===== src/rtl/srp_pkg.sv =====
package srp_pkg;

    typedef enum logic [2:0] {
        SQ_IDLE,
        SQ_CHECK,
        SQ_DPULSE,
        SQ_VPULSE,
        SQ_AWAIT
    } sq_state_e;

    typedef struct packed {
        logic done;
        logic fail;
    } sq_result_t;

    function automatic int unsigned max2(input int unsigned a, input int unsigned b);
        return (a > b) ? a : b;
    endfunction

    function automatic int unsigned cnt_width(input int unsigned top);
        return (top < 2) ? 1 : $clog2(top + 1);
    endfunction

endpackage


===== src/rtl/srp_fsm.sv =====
module srp_fsm
    import srp_pkg::*;
#(
    parameter int unsigned INIT_TICKS = 2,
    parameter int unsigned DP_TICKS   = 5,
    parameter int unsigned VB_TICKS   = 10,
    parameter int unsigned TO_TICKS   = 20
) (
    input  logic       clk,
    input  logic       rst,
    input  logic       otg_bit,
    input  logic       ms_tick,
    input  logic       line_se0,
    input  logic       sess_end,
    input  logic       bsess_vld,
    output sq_state_e  state,
    output sq_result_t result
);

    localparam int unsigned MAXT = max2(max2(INIT_TICKS, DP_TICKS), max2(VB_TICKS, TO_TICKS));
    localparam int unsigned CW   = cnt_width(MAXT);

    logic [CW-1:0] cnt;
    logic          otg_q;
    logic          start;
    logic          idle_ok;

    assign start   = otg_bit && !otg_q;
    assign idle_ok = line_se0 && sess_end;

    always_ff @(posedge clk) begin
        if (rst) begin
            state  <= SQ_IDLE;
            cnt    <= '0;
            otg_q  <= 1'b0;
            result <= '0;
        end else begin
            otg_q <= otg_bit;
            if (state != SQ_IDLE && !otg_bit) begin
                state <= SQ_IDLE;
                cnt   <= '0;
            end else begin
                unique case (state)
                    SQ_IDLE: if (start) begin
                        state  <= SQ_CHECK;
                        cnt    <= '0;
                        result <= '0;
                    end
                    SQ_CHECK: begin
                        if (!idle_ok) begin
                            cnt <= '0;
                        end else if (ms_tick) begin
                            if (cnt == CW'(INIT_TICKS - 1)) begin
                                state <= SQ_DPULSE;
                                cnt   <= '0;
                            end else begin
                                cnt <= cnt + 1'b1;
                            end
                        end
                    end
                    SQ_DPULSE: if (ms_tick) begin
                        if (cnt == CW'(DP_TICKS - 1)) begin
                            state <= SQ_VPULSE;
                            cnt   <= '0;
                        end else begin
                            cnt <= cnt + 1'b1;
                        end
                    end
                    SQ_VPULSE: if (ms_tick) begin
                        if (cnt == CW'(VB_TICKS - 1)) begin
                            state <= SQ_AWAIT;
                            cnt   <= '0;
                        end else begin
                            cnt <= cnt + 1'b1;
                        end
                    end
                    SQ_AWAIT: begin
                        if (bsess_vld) begin
                            state       <= SQ_IDLE;
                            result.done <= 1'b1;
                        end else if (ms_tick) begin
                            if (cnt == CW'(TO_TICKS - 1)) begin
                                state       <= SQ_IDLE;
                                result.fail <= 1'b1;
                            end else begin
                                cnt <= cnt + 1'b1;
                            end
                        end
                    end
                    default: state <= SQ_IDLE;
                endcase
            end
        end
    end

endmodule


===== src/rtl/srp_sess_stat.sv =====
module srp_sess_stat (
    input  logic clk,
    input  logic rst,
    input  logic bsess_vld,
    input  logic bsess_clr,
    output logic bsess_stat
);

    always_ff @(posedge clk) begin
        if (rst)
            bsess_stat <= 1'b0;
        else if (bsess_vld)
            bsess_stat <= 1'b1;
        else if (bsess_clr)
            bsess_stat <= 1'b0;
    end

endmodule


===== src/rtl/srp_se0_watch.sv =====
module srp_se0_watch
    import srp_pkg::*;
#(
    parameter int unsigned SE0_TICKS = 2
) (
    input  logic clk,
    input  logic rst,
    input  logic otg_bit,
    input  logic ms_tick,
    input  logic line_se0,
    input  logic bus_rst_det,
    output logic brst_ind
);

    localparam int unsigned SW = cnt_width(SE0_TICKS);

    logic [SW-1:0] se0_cnt;
    logic          fire;

    assign fire = line_se0 && ms_tick && (se0_cnt == SW'(SE0_TICKS - 1));

    always_ff @(posedge clk) begin
        if (rst) begin
            se0_cnt  <= '0;
            brst_ind <= 1'b0;
        end else begin
            if (!line_se0)
                se0_cnt <= '0;
            else if (ms_tick && se0_cnt != SW'(SE0_TICKS))
                se0_cnt <= se0_cnt + 1'b1;
            brst_ind <= otg_bit ? fire : bus_rst_det;
        end
    end

endmodule


===== src/rtl/srp_seq_top.sv =====
module srp_seq_top
    import srp_pkg::*;
#(
    parameter int unsigned INIT_TICKS = 2,
    parameter int unsigned DP_TICKS   = 5,
    parameter int unsigned VB_TICKS   = 10,
    parameter int unsigned TO_TICKS   = 20,
    parameter int unsigned SE0_TICKS  = 2
) (
    input  logic clk,
    input  logic rst,
    input  logic otg_bit,
    input  logic bsess_clr,
    input  logic ms_tick,
    input  logic dp_hi,
    input  logic dm_hi,
    input  logic sess_end,
    input  logic bsess_vld,
    input  logic bus_rst_det,
    output logic pullup_en,
    output logic vbus_pulse,
    output logic srp_busy,
    output logic srp_done,
    output logic srp_fail,
    output logic bsess_stat,
    output logic brst_ind
);

    sq_state_e  state;
    sq_result_t result;
    logic       line_se0;

    assign line_se0 = !dp_hi && !dm_hi;

    srp_fsm #(
        .INIT_TICKS(INIT_TICKS),
        .DP_TICKS  (DP_TICKS),
        .VB_TICKS  (VB_TICKS),
        .TO_TICKS  (TO_TICKS)
    ) u_fsm (
        .clk      (clk),
        .rst      (rst),
        .otg_bit  (otg_bit),
        .ms_tick  (ms_tick),
        .line_se0 (line_se0),
        .sess_end (sess_end),
        .bsess_vld(bsess_vld),
        .state    (state),
        .result   (result)
    );

    srp_sess_stat u_stat (
        .clk       (clk),
        .rst       (rst),
        .bsess_vld (bsess_vld),
        .bsess_clr (bsess_clr),
        .bsess_stat(bsess_stat)
    );

    srp_se0_watch #(
        .SE0_TICKS(SE0_TICKS)
    ) u_se0 (
        .clk        (clk),
        .rst        (rst),
        .otg_bit    (otg_bit),
        .ms_tick    (ms_tick),
        .line_se0   (line_se0),
        .bus_rst_det(bus_rst_det),
        .brst_ind   (brst_ind)
    );

    assign pullup_en  = (state == SQ_DPULSE);
    assign vbus_pulse = (state == SQ_VPULSE);
    assign srp_busy   = (state != SQ_IDLE);
    assign srp_done   = result.done;
    assign srp_fail   = result.fail;

endmodule


===== config.mk =====
export PLATFORM = sky130hd
export DESIGN_NAME = srp_seq_top
export DESIGN_NICKNAME = d
export VERILOG_FILES = /design/src/rtl/srp_pkg.sv /design/src/rtl/srp_fsm.sv /design/src/rtl/srp_sess_stat.sv /design/src/rtl/srp_se0_watch.sv /design/src/rtl/srp_seq_top.sv
export SDC_FILE = /design/constraint.sdc
export NUM_CORES = 1
export LEC_CHECK = 0
export ABC_AREA = 1
export CORE_MARGIN = 2
export CORE_UTILIZATION = 30
export DETAILED_ROUTE_END_ITERATION = 6
export GPL_ROUTABILITY_DRIVEN = 0
export PLACE_DENSITY = 0.61
export SYNTH_ARGS = -nofsm -noshare
export SYNTH_HDL_FRONTEND = slang
export SYNTH_SLANG_ARGS = --single-unit
export TNS_END_PERCENT = 20

===== constraint.sdc =====
create_clock -name clk -period 3 [get_ports clk]
set_clock_uncertainty 0.1 [all_clocks]
set_input_delay 0.3 -clock clk [delete_from_list [all_inputs] [get_ports clk]]
set_output_delay 0.3 -clock clk [all_outputs]
set_load 0.03 [all_outputs]

==> metrics.json, run 1 <==
{
  "synth_largest_type_area_fraction": {"value": 28.2, "unit": "%"},
  "netlist-cell-type-count": {"value": 24},
  "postCtsHoldBufs": {"value": 0},
  "final_hold_violations": {"value": 0},
  "worst-setup-path-type": {"value": "flip-flop to primary output"},
  "most-common-layout-cells": {"value": "nand2_1 (44), inv_1 (22), nor2_1 (22), clkdlybuf4s50_1 (16), dfxtp_1 (15)"},
  "synth_edf_count": {"value": 0},
  "layout-drive-gt1-share": {"value": 15.2, "unit": "%"},
  "synth-async-reset-ratio": {"value": 0, "unit": "%"},
  "first_pass_iters": {"value": 4},
  "port_buffers": {"value": 16},
  "num_vias": {"value": 1018},
  "place_inst": {"value": 226},
  "nFillCells": {"value": 379},
  "die_area": {"value": 4040, "unit": "um^2"},
  "place.detailed.hpwl": {"value": 1.85, "unit": "mm"},
  "finalSetupViolations": {"value": 0},
  "worst_setup_hold_path_clk_slew": {"value": 0.10, "unit": "ns"},
  "global_route.usage.met1": {"value": 17.9, "unit": "%"},
  "synth_top_family_by_area": {"value": "simple AND/OR/NAND/NOR gates"},
  "required": {"value": 2.60, "unit": "ns"},
  "global_route.usage.met3": {"value": 1.79, "unit": "%"},
  "slew_headroom": {"value": 75.9, "unit": "%"},
  "grt_total_ovfl": {"value": 0},
  "grt_setup_unrepaired": {"value": "no"},
  "antennaDiodeCount": {"value": 0},
  "io_pins": {"value": 17},
  "synth_fp_nets": {"value": 180},
  "first_global_vias": {"value": 919},
  "cts_made_buffers": {"value": 3},
  "maxCapViolations": {"value": 0},
  "postCtsSetupBuffers": {"value": 0},
  "grt_first_pass_wirelength": {"value": 4.02, "unit": "mm"},
  "dieHeight": {"value": 63.5, "unit": "um"},
  "outcome": {"value": "finished, final reports clean"},
  "startpoint_type": {"value": "flip-flop"},
  "grt_busiest_layer": {"value": "met2"},
  "cellLeakagePower": {"value": 0.564, "unit": "nW"},
  "routed_length_per_instance": {"value": 9.86, "unit": "um"},
  "area_delta_synth_final": {"value": 22.0, "unit": "%"},
  "setup_total_negative_slack": {"value": 0, "unit": "ns"},
  "drt_drc_violations_left": {"value": 0},
  "layout_min_cycle_time": {"value": 2.22, "unit": "ns"},
  "fin_nets": {"value": 200},
  "timing.final.max_slew_violations": {"value": 0},
  "critical_path.endpoint_type": {"value": "primary output"},
  "synth_sequential_area_ratio": {"value": 28.2, "unit": "%"},
  "antenna_left": {"value": 0},
  "final_min_period_over_clock_period": {"value": 74.1, "unit": "%"},
  "fmax": {"value": 450, "unit": "MHz"},
  "synth.ff_latch_count": {"value": 15},
  "grt_antenna_before_repair": {"value": 0},
  "critical_path.max_fanout": {"value": 8},
  "min_path_type": {"value": "flip-flop to flip-flop"},
  "cts_resized": {"value": 0},
  "synthesis.instances": {"value": 165},
  "synth_compound_gate_area_share": {"value": 8.47, "unit": "%"},
  "ir_drop": {"value": 0.446, "unit": "mV"},
  "maximum_number_of_pins_on_one_net_before_global_route_repair": {"value": 10},
  "clkLatencyLatePin": {"value": 0.29, "unit": "ns"},
  "mappedNetlistArea": {"value": 1060, "unit": "um^2"},
  "ys_top_cells_by_area": {"value": "dfxtp_1 (28%), nand2_1 (16%), inv_1 (7.8%)"},
  "drt-initial-drc-count": {"value": 41},
  "row_count": {"value": 21},
  "core": {"value": 3360, "unit": "um^2"},
  "synth_area_per_cell": {"value": 6.45, "unit": "um^2"},
  "cell_type_with_the_largest_total_area_after_synthesis": {"value": "dfxtp_1"},
  "synth_xor_area_share": {"value": 0, "unit": "%"},
  "htree_num_levels": {"value": 1},
  "tritoncts_num_sinks": {"value": 15},
  "muxShareOfSynthArea": {"value": 0, "unit": "%"},
  "ctsRootBufferMaster": {"value": "clkbuf_4"},
  "power_density": {"value": 667, "unit": "nW/um^2"},
  "synth-main-ff-cell": {"value": "dfxtp_1"},
  "gr-usage-met2": {"value": 18.3, "unit": "%"},
  "synth_simple_gate_area_share": {"value": 47.2, "unit": "%"},
  "groute.usage.overall": {"value": 12.5, "unit": "%"},
  "worst_pin_slew": {"value": 0.361, "unit": "ns"},
  "detail_route.vias_per_cell": {"value": 4.43},
  "fin_total_pwr": {"value": 0.865, "unit": "mW"},
  "die_width": {"value": 63.5, "unit": "um"},
  "final_cell_count_no_fill": {"value": 230},
  "cts-root-to-sink-buffers": {"value": 2},
  "floorplan.initialDensity": {"value": 31.6, "unit": "%"},
  "layout.cells.most_common": {"value": "nand2_1"},
  "cp_data_arrival_time": {"value": 1.82, "unit": "ns"},
  "routed_wl": {"value": 2.27, "unit": "mm"},
  "tritoncts_clock_tree": {"value": "built"},
  "synth-warning-count": {"value": 0},
  "post_synthesis_share_of_cell_area_spent_on_full_adders_half_adders_and_majority_gates": {"value": 5.88, "unit": "%"},
  "ff2ff_setup_slack": {"value": 1.24, "unit": "ns"}
}
==> cells in the mapped netlist (2+ instances only) <==
| master | instances |
|---|---|
| nand3_1 | 11 |
| a21oi_1 | 7 |
| dfxtp_1 | 15 |
| nand2_2 | 6 |
| nand2_1 | 44 |
| o21ai_1 | 2 |
| nand4_1 | 8 |
| nor2_1 | 22 |
| nor2_2 | 5 |
| nand3_2 | 2 |
| inv_2 | 4 |
| ha_1 | 5 |
| inv_1 | 22 |
| nor2_4 | 2 |
==> registers in the layout, indices dropped and copies added, names as in the netlist <==
register / cells
u_fsm.otg_q: 1
u_fsm.cnt: 5
u_fsm.result: 2
u_se0.brst_ind: 1
u_stat.bsess_stat: 1
u_fsm.state: 3
u_se0.se0_cnt: 2
==> stage by stage <==
step           hold slack, ns  setup slack, ns  util, %  area (um^2)
5_1_grt                 0.386            0.671     38.6         1300
3_3_place_gp            0.340             1.10     37.8         1270
2_1_floorplan           0.269             1.42        -         1060
3_5_place_dp            0.342             1.11     37.8         1270
6_report                0.352            0.776     38.6         1300
4_1_cts                 0.357            0.770     38.6         1300
==> routing by layer <==
metal / wire [um] / part of all wire [%] / vias up
li1: - / - / 556
met1: 1190 / 53 / 437
met2: 943 / 42 / 20
met3: 83 / 3.7 / 5
met4: 47 / 2.1 / 0
met5: 0 / 0 / -
==> power by group <==
group | internal (mW) | total [mW] | switching [mW] | leakage [nW]
logic | 0.176 | 0.475 | 0.299 | 0.424
clock network | 0.0496 | 0.120 | 0.0706 | 0.0177
registers | 0.226 | 0.270 | 0.0442 | 0.122
total | 0.451 | 0.865 | 0.414 | 0.564
==> final cells by class <==
class | instances | area, um^2 | share of cell area, %
clock buffer | 3 | 22.5 | 1.74
inverter | 26 | 97.6 | 7.52
sequential | 15 | 300 | 23.1
tap | 46 | 57.6 | 4.44
timing repair buffer | 16 | 160 | 12.3
clock inverter | 1 | 5.00 | 0.386
multi-input combinational | 123 | 654 | 50.4
==> worst max-delay path, cell delays in order, from the launching register on <==
cell,delay (ns)
dfxtp_1,0.42
inv_2,0.17
nand2_2,0.09
nor2_2,0.16
clkdlybuf4s50_1,0.70
==> worst paths after layout <==
| kind | startpoint | endpoint | depth (start not counted) |
|---|---|---|---|
| setup reg to reg | u_fsm.state[2] | u_fsm.cnt[1] | 9 |
| hold / removal | u_fsm.result[1] | u_fsm.result[1] | 2 |
| setup / recovery | u_fsm.state[2] | vbus_pulse | 4 |
| hold reg to reg | u_fsm.result[1] | u_fsm.result[1] | 2 |
==> kinds of logic after synthesis <==
kind of cell / after synthesis
buffers and inverters: 27
adders and majority gates: 5
and+or+nand+nor: 104
AOI/OAI and AO/OA: 14
DFF: 15
Power figures use the tool's default switching activity.
==> run 2: changes to the inputs <==
Settings changed: PLACE_DENSITY 0.61 to 0.63.
Clock period 3 ns to 2 ns, I/O delays scaled along.
==> run 2 against run 1 <==
Power increased by 50%. Core utilization increased by 0.22 points. Cell count increased by 0.43%. Combinational power increased by 51%. Flip-flop and latch count unchanged. Non-clock buffer count increased by 1. Worst setup slack got worse by 0.66 ns. Hold slack improved by 0.0015 ns. Critical path depth decreased by 1. Sequential share of layout area increased by 0.059 points. Largest cell class unchanged.
==> metrics.json, run 2 (synthesized netlist as in run 1, its figures left out) <==
{
  "largest_register": {"value": "u_fsm.cnt"},
  "first_pass_iters": {"value": 4},
  "share_comb_of_total_power": {"value": 55.1, "unit": "%"},
  "dieHeight": {"value": 63.5, "unit": "um"},
  "clkLatencyLatePin": {"value": 0.29, "unit": "ns"},
  "place_inst": {"value": 227},
  "worstHoldPathCells": {"value": 2},
  "total_switching_power": {"value": 0.623, "unit": "mW"},
  "fmax": {"value": 532, "unit": "MHz"},
  "maxCapViolations": {"value": 0},
  "final_min_period_over_clock_period": {"value": 94.1, "unit": "%"},
  "maximum_number_of_pins_on_one_net_before_global_route_repair": {"value": 10},
  "place.detailed.hpwl": {"value": 1.88, "unit": "mm"},
  "fin_nets": {"value": 201},
  "die_area": {"value": 4040, "unit": "um^2"},
  "cts_made_buffers": {"value": 3},
  "power_density": {"value": 995, "unit": "nW/um^2"},
  "grt_total_ovfl": {"value": 0},
  "area_delta_synth_final": {"value": 22.7, "unit": "%"},
  "tritoncts_clock_tree": {"value": "built"},
  "drt_drc_violations_left": {"value": 0},
  "largest_register_ff_count": {"value": 5},
  "clockPowerShare": {"value": 13.9, "unit": "%"},
  "layout-drive-gt1-share": {"value": 16.8, "unit": "%"},
  "cts-root-to-sink-buffers": {"value": 2},
  "io_pins": {"value": 17},
  "floorplan.initialDensity": {"value": 31.6, "unit": "%"},
  "die_width": {"value": 63.5, "unit": "um"},
  "grt_antenna_before_repair": {"value": 0},
  "grt_setup_unrepaired": {"value": "no"},
  "num_vias": {"value": 1039},
  "postCtsHoldBufs": {"value": 0},
  "worst_setup_hold_path_clk_slew": {"value": 0.10, "unit": "ns"},
  "core": {"value": 3360, "unit": "um^2"},
  "top_regs": {"value": "u_fsm.cnt: 5 flops, u_fsm.state: 3 flops"},
  "reg2reg_depth": {"value": 10},
  "tritoncts_num_sinks": {"value": 15},
  "first_global_vias": {"value": 891},
  "min_path_type": {"value": "flip-flop to flip-flop"},
  "worst_pin_slew": {"value": 0.322, "unit": "ns"},
  "switching_share": {"value": 48.0, "unit": "%"},
  "detail_route.vias_per_cell": {"value": 4.50},
  "p_int": {"value": 0.676, "unit": "mW"},
  "pre_cts_ws": {"value": 0.212, "unit": "ns"},
  "ctsRootBufferMaster": {"value": "clkbuf_4"},
  "most-common-layout-cells": {"value": "nand2_1 (44), inv_1 (22), nor2_1 (22), clkdlybuf4s50_1 (14), dfxtp_1 (13)"},
  "critical_path.endpoint_type": {"value": "primary output"},
  "final_cell_count_no_fill": {"value": 231},
  "setup_total_negative_slack": {"value": 0, "unit": "ns"},
  "required": {"value": 1.70, "unit": "ns"},
  "grt_first_pass_wirelength": {"value": 3.83, "unit": "mm"},
  "critical_path.max_fanout": {"value": 7},
  "timing.final.max_slew_violations": {"value": 0},
  "antennaDiodeCount": {"value": 0},
  "sequential_power_share": {"value": 31.1, "unit": "%"},
  "htree_num_levels": {"value": 1},
  "final_hold_violations": {"value": 0},
  "groute.usage.overall": {"value": 11.8, "unit": "%"},
  "cp_data_arrival_time": {"value": 1.58, "unit": "ns"},
  "worst_slack": {"value": 0.119, "unit": "ns"},
  "antenna_left": {"value": 0},
  "fin_total_pwr": {"value": 1.30, "unit": "mW"},
  "placed_cell_area": {"value": 1280, "unit": "um^2"},
  "layout.cells.most_common": {"value": "nand2_1"},
  "drt-initial-drc-count": {"value": 17},
  "cellLeakagePower": {"value": 0.579, "unit": "nW"},
  "ir_drop": {"value": 0.533, "unit": "mV"},
  "outcome": {"value": "finished, final reports clean"},
  "startpoint_type": {"value": "flip-flop"},
  "slew_headroom": {"value": 78.5, "unit": "%"},
  "port_buffers": {"value": 16},
  "stdcell_area": {"value": 1310, "unit": "um^2"},
  "layout_min_cycle_time": {"value": 1.88, "unit": "ns"},
  "finalSetupViolations": {"value": 0},
  "routed_wl": {"value": 2.26, "unit": "mm"},
  "row_count": {"value": 21},
  "routed_length_per_instance": {"value": 9.80, "unit": "um"},
  "worst-setup-path-type": {"value": "flip-flop to primary output"}
}
-- run 2: changes by cell type in the layout (fill, tap and decap cells not counted), sizes merged --
cell,change
dlygate4sd2,+2
clkdlybuf4s50,-2
buf,+1
-- run 2: power groups by stage --
stage | Clock (mW) | Combinational, mW | Sequential [mW]
floorplan | 0 | 0.539 | 0.410
global placement | 0 | 0.726 | 0.408
detailed placement | 0 | 0.726 | 0.408
CTS | 0.185 | 0.725 | 0.404
global route | 0.195 | 0.815 | 0.410
finish | 0.180 | 0.715 | 0.404
-- run 2: metrics by stage --
| stage | util, % | hold slack [ns] |
|---|---|---|
| 2_1_floorplan | - | 0.169 |
| 3_3_place_gp | 38.0 | 0.338 |
| 3_5_place_dp | 38.0 | 0.345 |
| 4_1_cts | 38.8 | 0.353 |
| 5_1_grt | 38.8 | 0.367 |
| 6_report | 38.8 | 0.354 |
-- run 2: path summary, 6_finish.rpt --
path	from	to	slack, ns
worst max-delay path	u_fsm.state[0]	srp_busy	0.12
worst min-delay path	u_fsm.result[1]	u_fsm.result[1]	0.35
worst max register to register	u_fsm.state[2]	u_fsm.cnt[4]	0.41
worst min register to register	u_fsm.result[1]	u_fsm.result[1]	0.35
-- run 2: layout make-up --
cell class                 instances  area [um^2]
sequential                        15          303
inverter                          26         97.6
tap                               46         57.6
multi-input combinational        123          654
timing repair buffer              17          165
clock buffer                       3         22.5
clock inverter                     1         5.00
fill                             399         2060
-- run 2: critical path, stage by stage, from the launching register on --
cell             delay (ns)
dfxtp_2                0.44
nor2_2                 0.09
nand2_1                0.08
clkdlybuf4s50_1        0.68
-- run 2: timing repair --
| action | in CTS | in global routing |
|---|---|---|
| setup buffers | 0 | 0 |
| resized for setup | 4 | 0 |
| endpoints found under the setup margin | 3 | 0 |
-- run 2: routing by layer --
layer | global-route usage, % | vias to the layer above | wire [um]
li1 | - | 562 | -
met1 | 16.9 | 462 | 1200
met2 | 17.2 | 11 | 977
met3 | 1.79 | 4 | 42
met4 | 5.71 | 0 | 45
met5 | 0 | - | 0
